`src/rtl/dsw_pkg.sv`:
```
`timescale 1ns/100ps
package dsw_pkg;
  localparam int SOM_BIT  = 15;
  localparam int EOM_BIT  = 14;
  localparam int BUSB_BIT = 13;
  localparam int ERR_BIT  = 12;
  localparam int END_WORDS = 2;

  typedef enum logic [1:0] {SQ_IDLE, SQ_OPEN, SQ_CLOSE} seq_e;
endpackage

```
`src/rtl/dsw_status_fmt.sv`:
```
`timescale 1ns/100ps
module dsw_status_fmt #(
  parameter int DW = 16
) (
  input  logic          ctl_mode,
  input  logic          bus_b,
  input  logic          msg_err,
  output logic [DW-1:0] som_word,
  output logic [DW-1:0] eom_word
);
  import dsw_pkg::*;

  always_comb begin
    som_word = '0;
    som_word[SOM_BIT] = 1'b1;
    eom_word = '0;
    eom_word[EOM_BIT]  = 1'b1;
    eom_word[BUSB_BIT] = bus_b & ~ctl_mode;
    eom_word[ERR_BIT]  = msg_err;
  end
endmodule

```
`src/rtl/dsw_ptr.sv`:
```
`timescale 1ns/100ps
module dsw_ptr #(
  parameter int PW  = 8,
  parameter int WPE = 4,
  localparam int CW = $clog2(WPE)
) (
  input  logic          clk,
  input  logic          rst,
  input  logic          load,
  input  logic [PW-1:0] load_val,
  input  logic          adv,
  output logic [PW-1:0] ptr
);
  always_ff @(posedge clk) begin
    if (rst)
      ptr <= '0;
    else if (load)
      ptr <= {load_val[PW-1:CW], {CW{1'b0}}};
    else if (adv)
      ptr <= ptr + PW'(WPE);
  end
endmodule

```
`src/rtl/dsw_seq.sv`:
```
`timescale 1ns/100ps
module dsw_seq #(
  parameter int DW   = 16,
  parameter int AW   = 12,
  parameter int PW   = 8,
  parameter int WPE  = 4,
  parameter logic [AW-1:0] BASE = '0,
  localparam int CW = $clog2(WPE)
) (
  input  logic          clk,
  input  logic          rst,
  input  logic          msg_start,
  input  logic          msg_end,
  input  logic          ptr_load,
  input  logic          ctl_mode,
  input  logic [DW-1:0] blk_addr,
  input  logic [DW-1:0] cmd_word,
  input  logic [DW-1:0] time_now,
  input  logic [DW-1:0] som_word,
  input  logic [DW-1:0] eom_word,
  input  logic [PW-1:0] ptr,
  output logic          load_ok,
  output logic          adv,
  output logic          ram_we,
  output logic [AW-1:0] ram_addr,
  output logic [DW-1:0] ram_wdata,
  output logic          busy
);
  import dsw_pkg::*;

  seq_e          st_q;
  logic [CW-1:0] cnt_q;
  logic [CW-1:0] last_idx;
  logic          open_q;
  logic [DW-1:0] w0_q, w1_q, w3_q;
  logic [DW-1:0] word_sel;
  logic [AW-1:0] addr_nxt;
  logic          idle_ok, open_ok, close_ok;

  assign idle_ok  = (st_q == SQ_IDLE) && !busy;
  assign load_ok  = idle_ok && ptr_load;
  assign open_ok  = idle_ok && !ptr_load && msg_start;
  assign close_ok = idle_ok && !ptr_load && !msg_start && msg_end && open_q;

  assign last_idx = (st_q == SQ_OPEN) ? CW'(WPE - 1) : CW'(END_WORDS - 1);
  assign adv      = (st_q == SQ_CLOSE) && (cnt_q == last_idx);
  assign addr_nxt = BASE + {{(AW-PW){1'b0}}, ptr} + {{(AW-CW){1'b0}}, cnt_q};

  always_comb begin
    case (cnt_q)
      CW'(0):  word_sel = w0_q;
      CW'(1):  word_sel = w1_q;
      CW'(2):  word_sel = '0;
      default: word_sel = w3_q;
    endcase
  end

  always_ff @(posedge clk) begin
    if (rst) begin
      st_q      <= SQ_IDLE;
      cnt_q     <= '0;
      open_q    <= 1'b0;
      busy      <= 1'b0;
      ram_we    <= 1'b0;
      ram_addr  <= '0;
      ram_wdata <= '0;
      w0_q      <= '0;
      w1_q      <= '0;
      w3_q      <= '0;
    end else begin
      ram_we <= 1'b0;
      if (st_q == SQ_IDLE) begin
        busy  <= 1'b0;
        cnt_q <= '0;
        if (load_ok) begin
          open_q <= 1'b0;
        end else if (open_ok) begin
          st_q   <= SQ_OPEN;
          busy   <= 1'b1;
          open_q <= 1'b1;
          w0_q   <= som_word;
          w1_q   <= time_now;
          w3_q   <= ctl_mode ? blk_addr : cmd_word;
        end else if (close_ok) begin
          st_q   <= SQ_CLOSE;
          busy   <= 1'b1;
          open_q <= 1'b0;
          w0_q   <= eom_word;
          w1_q   <= time_now;
        end
      end else begin
        busy      <= 1'b1;
        ram_we    <= 1'b1;
        ram_addr  <= addr_nxt;
        ram_wdata <= word_sel;
        if (cnt_q == last_idx)
          st_q <= SQ_IDLE;
        else
          cnt_q <= cnt_q + CW'(1);
      end
    end
  end
endmodule

```
`src/rtl/desc_stack_writer.sv`:
```
`timescale 1ns/100ps
module desc_stack_writer #(
  parameter int DW      = 16,
  parameter int AW      = 12,
  parameter int ENTRIES = 64,
  parameter int WPE     = 4,
  parameter logic [AW-1:0] BASE = 12'h300,
  localparam int PW = $clog2(ENTRIES * WPE)
) (
  input  logic          clk,
  input  logic          rst,
  input  logic          ptr_load,
  input  logic [PW-1:0] ptr_load_val,
  input  logic          msg_start,
  input  logic          msg_end,
  input  logic          ctl_mode,
  input  logic          bus_b,
  input  logic          msg_err,
  input  logic [DW-1:0] blk_addr,
  input  logic [DW-1:0] cmd_word,
  input  logic [DW-1:0] time_now,
  output logic          ram_we,
  output logic [AW-1:0] ram_addr,
  output logic [DW-1:0] ram_wdata,
  output logic          busy,
  output logic [PW-1:0] stack_ptr
);
  logic [DW-1:0] som_word, eom_word;
  logic          load_ok, adv;

  dsw_status_fmt #(.DW(DW)) u_fmt (
    .ctl_mode (ctl_mode),
    .bus_b    (bus_b),
    .msg_err  (msg_err),
    .som_word (som_word),
    .eom_word (eom_word)
  );

  dsw_ptr #(.PW(PW), .WPE(WPE)) u_ptr (
    .clk      (clk),
    .rst      (rst),
    .load     (load_ok),
    .load_val (ptr_load_val),
    .adv      (adv),
    .ptr      (stack_ptr)
  );

  dsw_seq #(.DW(DW), .AW(AW), .PW(PW), .WPE(WPE), .BASE(BASE)) u_seq (
    .clk       (clk),
    .rst       (rst),
    .msg_start (msg_start),
    .msg_end   (msg_end),
    .ptr_load  (ptr_load),
    .ctl_mode  (ctl_mode),
    .blk_addr  (blk_addr),
    .cmd_word  (cmd_word),
    .time_now  (time_now),
    .som_word  (som_word),
    .eom_word  (eom_word),
    .ptr       (stack_ptr),
    .load_ok   (load_ok),
    .adv       (adv),
    .ram_we    (ram_we),
    .ram_addr  (ram_addr),
    .ram_wdata (ram_wdata),
    .busy      (busy)
  );
endmodule

```
`config.mk`:
```
export PLATFORM = sky130hd
export DESIGN_NAME = desc_stack_writer
export DESIGN_NICKNAME = d
export VERILOG_FILES = /design/src/rtl/dsw_pkg.sv /design/src/rtl/dsw_status_fmt.sv /design/src/rtl/dsw_ptr.sv /design/src/rtl/dsw_seq.sv /design/src/rtl/desc_stack_writer.sv
export SDC_FILE = /design/constraint.sdc
export NUM_CORES = 1
export LEC_CHECK = 0
export CAP_MARGIN = 40
export CORE_MARGIN = 2
export CORE_UTILIZATION = 30
export CTS_BUF_LIST = sky130_fd_sc_hd__clkbuf_8
export DETAILED_ROUTE_END_ITERATION = 8
export MAX_ROUTING_LAYER = met4
export PLACE_DENSITY = 0.56
export SETUP_SLACK_MARGIN = 0.02
export SYNTH_ARGS = -nofsm -noshare
export SYNTH_HDL_FRONTEND = slang
export SYNTH_SLANG_ARGS = --single-unit
```
`constraint.sdc`:
```
create_clock -name clk -period 2.2 [get_ports clk]
set_clock_uncertainty 0.2 [all_clocks]
set_input_delay 0.22 -clock clk [delete_from_list [all_inputs] [get_ports clk]]
set_output_delay 0.22 -clock clk [all_outputs]
set_load 0.01 [all_outputs]
```
== Yosys cells after proc, flatten, opt, wreduce, memory -nomap -nowiden ==
Index checks and enable logic that the tools add are counted.

* Flip-flop bits (word level): 91
* Logic and storage cells: 71
* Input bits: 64
* Output and inout port bits: 38

* Bitwise logic cells: 3
* Add/subtract/negate cells: 4
* Equal/unequal tests: 7
* Reduce and logical (&&, ||, !) cells: 23
* Mux-type cells: 22

{| class="wikitable"
|+ Operators with widths
! operator !! number
|-
| 2-to-1 mux 16 bit || 5
|-
| case mux 16 bit (3 select lines) || 1
|-
| 2-to-1 mux 8 bit || 2
|-
| adder 12 x 2 -> 12 bit || 1
|-
| 2-to-1 mux 2 bit || 6
|-
| adder 10 x 8 -> 11 bit, first input constant || 1
|-
| AND reduction 3 bit || 3
|-
| adder 8 x 3 -> 8 bit, second input constant || 1
|-
| logical AND 1 bit || 8
|-
| 2-to-1 mux 1 bit || 8
|-
| nonzero test 2 bit || 3
|-
| equality test 2 x 1 -> 1 bit, second input constant || 2
|-
| equality test 2 bit, second input constant || 2
|-
| logical NOT 2 bit || 2
|-
| OR reduction 2 bit || 2
|-
| logical NOT 1 bit || 3
|-
| inequality test 3 x 1 -> 1 bit, second input constant || 1
|-
| nonzero test 3 bit || 1
|-
| adder 2 x 1 -> 2 bit, second input constant || 1
|-
| equality test 2 bit || 1
|-
| inequality test 2 bit, second input constant || 1
|-
| NOT 1 bit || 2
|-
| AND reduction 2 bit || 1
|-
| bitwise AND 1 bit || 1
|}

== Logic depth before layout (Yosys ltp) ==
* Depth after elaboration: 10
* Gate-level depth with buffers: 6
* Mapped depth without buffers: 5

== By module ==
Synthesis repeated with hierarchy kept, for this count alone.

* Cells, all modules: 519
* Area, all modules: 4,610.7 um^2

{| class="wikitable"
|+ Modules (own cells, without submodules)
! module !! cells an instance !! instances !! sequential area each (um^2) !! area each (um^2)
|-
| dsw_seq || 449 || 1 || 1,641.6 || 4,037.6
|-
| dsw_ptr || 36 || 1 || 120.1 || 319.1
|-
| dsw_status_fmt || 34 || 1 || 0.0 || 254.0
|}

== Worst setup path before layout ==
OpenSTA, ideal clock, no wires.

* Path type: register -> register
* Start: register u_seq.cnt_q[0]
* End: register u_seq.ram_wdata[2]
* Slack: 0.427 ns
* Required time: 1.922 ns
* Setup time: 0.078 ns
* Path buffers: 2
* Stages on the path, launching flop included: 6
* Period minus slack after synthesis: 1.773 ns
* Data arrival time: 1.495 ns
* Cells stage by stage: dfxtp_1 -> ha_1 -> clkbuf_1 -> clkbuf_1 -> a221oi_1 -> nor3_1

* Cells in the longest elaborated chain, start to end: 2
* Elaborated cells on any way between the ends: 4
* Those cells by class: 2 x eq/ne; 1 x mux; 1 x reduce/logical

{| class="wikitable"
|+ RTL lines
! what !! line !! source
|-
| from (decl) || dsw_seq.sv:32 || <nowiki>logic [CW-1:0] cnt_q;</nowiki>
|-
| from (signal assigned) || dsw_seq.sv:99 || <nowiki>cnt_q <= cnt_q + CW'(1);</nowiki>
|-
| equality test 2 bit, or another cell as far along || dsw_seq.sv:50 || <nowiki>case (cnt_q)</nowiki>
|-
| case mux 16 bit (3 select lines) * || dsw_seq.sv:50 ||
|-
| to (signal assigned) || dsw_seq.sv:95 || <nowiki>ram_wdata <= word_sel;</nowiki>
|-
| to (decl) || dsw_seq.sv:26 || <nowiki>output logic [DW-1:0] ram_wdata,</nowiki>
|}

Mark *: on every way between the ends. The rest lies on a longest branch, timed or not.
A chain may end at the register's enable or synchronous reset.

== Worst setup path in the final report ==
* Start: register u_seq.st_q[1]
* End: register u_ptr.ptr[6]

* Cells in the longest elaborated chain, start to end: 5
* Elaborated cells on any way between the ends: 10
* Those cells by class: 3 x eq/ne; 2 x mux; 5 x reduce/logical

{| class="wikitable"
|+ RTL lines
! what !! line !! source
|-
| from (decl) || dsw_seq.sv:31 || <nowiki>seq_e st_q;</nowiki>
|-
| from (signal assigned) || dsw_seq.sv:60 || <nowiki>st_q <= SQ_IDLE;</nowiki>
|-
| from (signal assigned) || dsw_seq.sv:78 || <nowiki>st_q <= SQ_OPEN;</nowiki>
|-
| from (signal assigned) || dsw_seq.sv:85 || <nowiki>st_q <= SQ_CLOSE;</nowiki>
|-
| equality test 2 x 1 -> 1 bit || dsw_seq.sv:45 || <nowiki>assign last_idx = (st_q == SQ_OPEN) ? CW'(WPE - 1) : CW'(END_WORDS - 1);</nowiki>
|-
| 2-to-1 mux 2 bit || dsw_seq.sv:45 ||
|-
| equality test 2 bit || dsw_seq.sv:46 || <nowiki>assign adv = (st_q == SQ_CLOSE) && (cnt_q == last_idx);</nowiki>
|-
| logical AND 1 bit || dsw_seq.sv:46 ||
|-
| nonzero test 2 bit (no source line) || -- ||
|-
| to (signal assigned) || dsw_ptr.sv:18 || <nowiki>ptr <= {load_val[PW-1:CW], {CW{1'b0}}};</nowiki>
|-
| to (signal assigned) || dsw_ptr.sv:20 || <nowiki>ptr <= ptr + PW'(WPE);</nowiki>
|-
| to (decl) || dsw_ptr.sv:12 || <nowiki>output logic [PW-1:0] ptr</nowiki>
|}

Several ways; a longest one is shown, not always the timed one.

==> results.cfg <==
[critical_path]
arrival_ns = 2.03
worst-setup-path-type = reg2reg
cpMaxStageDelayCell = dfxtp_1
max_stage_delay_ns = 0.61
startpoint_type = register
worst-path-max-fanout = 12
critPathCaptureType = register
path_cells = nand4bb_1, buf_4, or4_1, a31oi_1
cp.required_ns = 2.27
critPathBufInv = 1
critPathTopFamily = simple AND/OR/NAND/NOR gates

[global_routing]
grtUsageTotal_pct = 16.23
grt_pass1_vias = 2926
grt-ovfl-total = 0
grt_max_degree = 57
antenna_found_initial = 0
grt_pass1_wl_mm = 14.69

[synth]
synthFlopType = dfxtp_1
synth_area_per_cell_um2 = 8.597
synth_area_um2 = 3327
synth.top_cell.area_share_pct = 44.53
synth_area_leaders = dfxtp_1, a21oi_1, mux2i_1
synthArstFlopShare_pct = 0
syn_inst = 387
ys_seq_area_share_pct = 44.53
ys_types = 43
synth-edff-count = 0
synth_warnings = 0
synth-seq-cells = 74
yosysTopAreaCell = dfxtp_1

[die]
die_w_um = 109.3
io_pins = 102
initial_core_util_pct = 30.69
core_area_um2 = 10840
rows = 38
dieHeight_um = 109.3
dieArea_um2 = 11950

[detailed_routing]
dr.first_iter.drc_count = 150
viasPerCell = 5.088
dr_total_vias = 3109
ant_nets = 0
wl_per_cell_um = 14.92
remaining_drc_errors = 0
finalWirelength_mm = 9.114
first_pass_iters = 4

[placed_design]
dpl-instance-area_um2 = 4399
portBuffers = 95
gp_congestion = 0.7971
dpl.hpwl_mm = 6.382

[clock_network]
cts_made_buffers = 9
cts_tree = yes
clk_pin_slew_ns = 0.08
cts_sinks = 74
ctsHoldBuffers = 0
h-tree-depth = 3
post-cts-setup-buffer-count = 0
cts-root-buf = clkbuf_8
cts_resized = 0
clk_latency_ns = 0.34
clockBufferDepth = 2

[cells_and_area]
antenna_cells = 0
drive_gt1_share_pct = 8.280
design_area_um2 = 4599
nets = 534
syn2layout_area_growth_pct = 38.25
fillers = 1091

[power]
p_sw_mw = 1.020
pwr-share-seq_pct = 45.4
pwr-share-comb_pct = 22.6
max-vdd-ir-drop_mv = 0.2773
power.density_nw_per_um2 = 740.7
clockPowerShare_pct = 32.0
netSwitchingFraction_pct = 29.95
p_int_mw = 2.386
p_leak_nw = 1.629

[hold_path]
min_path_type = in2reg

[sta]
rsz0062_at_grt = no
period_minus_slack_ns = 1.958
fin_setup_tns_ns = 0
slew_violations = 0
finalSetupViolCount = 0
finalCritPeriodShare_pct = 88.99
fmax_mhz = 510.8
hold_viol = 0

[flow_run]
cap_violations = 0

[outcome]
status = complete, no violations
state kept, by name (all words and copies together) (netlist names), 2 cells and up:
register and count:
u_seq.cnt_q 2, u_ptr.ptr 6, u_seq.ram_wdata 16, u_seq.st_q 2, u_seq.w0_q 4, u_seq.w3_q 16
u_seq.ram_addr 9, u_seq.w1_q 16
cell usage in the layout (no fill, tap or decap), drive strengths merged, types with 4 or more instances in the layout:
cell type       n
ha              4
inv             6
dfxtp          74
a211oi         18
o21ai          23
mux2i          16
buf            19
a311oi          4
clkbuf          9
conb            4
clkdlybuf4s50  94
a221o           4
nand2          24
a221oi         12
nor2b          14
nand3          22
nor2           24
nand2b          4
a21oi          53
nor3           13
power by group through the flow:
| stage | Clock, mW | Combinational (mW) | Sequential, mW |
|---|---|---|---|
| 2_1_floorplan | 0 | 0.426 | 1.57 |
| 3_3_place_gp | 0 | 0.768 | 1.58 |
| 3_5_place_dp | 0 | 0.777 | 1.58 |
| 4_1_cts | 1.11 | 0.780 | 1.55 |
| 5_1_grt | 1.17 | 0.854 | 1.56 |
| 6_report | 1.09 | 0.771 | 1.55 |
routing by layer:
layer	up-vias	part of all wire, %	global-route usage (%)
li1	1541	-	-
met1	1471	46	21.13
met2	82	47	24.45
met3	15	4.9	3.023
met4	0	2.4	7.505
met5	-	0	-
per-stage QoR:
stage               setup WS (ns)  instances  util (%)  power (mW)  hold slack, ns
floorplan                  0.4273        390         -       1.996          0.1677
global placement           0.1571        595     40.58       2.343          0.2437
detailed placement         0.1371        595     40.58       2.356          0.2454
CTS                        0.2582        611     42.43       3.440         0.07297
global route               0.1640        611     42.43       3.588         0.09522
finish                     0.2423        611     42.43       3.407         0.08222
cell type report:
class	count	area (um2)	share of cell area, %
clock buffers	9	123.9	2.693
flip-flops and latches	74	1481	32.21
well taps	140	175.2	3.808
multi-input cells	264	1609	34.98
inverters	4	15.01	0.3264
clock inverters	7	76.32	1.659
repair buffers	113	1119	24.32
Yosys cell counts, drive strengths merged, types with 2 or more instances:
library cell   n
o21ai         23
xnor2          2
mux2i         16
nand3         22
nand2         24
a211oi        18
buf           24
ha             4
or4            3
o31ai          2
a21oi         53
a311oi         4
nand4          2
nand2b         4
inv            4
dfxtp         74
nor2          24
a221o          4
or3            2
clkbuf        24
nor2b         14
nor3          13
a221oi        12
final timing paths:
path                                    end  slack (ns)                            from  depth (start not counted)
min                 u_seq.ram_we$_SDFF_PP0_        0.08                             rst                          2
max reg2reg       u_ptr.ptr[6]$_SDFFE_PP0P_        0.24      u_seq.st_q[1]$_SDFFE_PP0P_                          4
min reg2reg  u_seq.ram_addr[4]$_SDFFE_PP0P_        0.26  u_seq.ram_addr[4]$_SDFFE_PP0P_                          2
max               u_ptr.ptr[6]$_SDFFE_PP0P_        0.24      u_seq.st_q[1]$_SDFFE_PP0P_                          4
cell families (layout without fill, tap and decap cells):
family	after synthesis	in the layout	share of synthesized area (%)
XOR/XNOR	2	2	0.5266
AO/OA/AOI/OAI	121	121	22.68
flip-flops	74	74	44.53
buffers and inverters	52	133	7.785
other	1	4	0.1127
AND/OR/NAND/NOR	117	117	18.05
adder cells (fa/ha/maj)	4	4	1.504
multiplexers	16	16	4.814
Power figures use the tool's default switching activity.
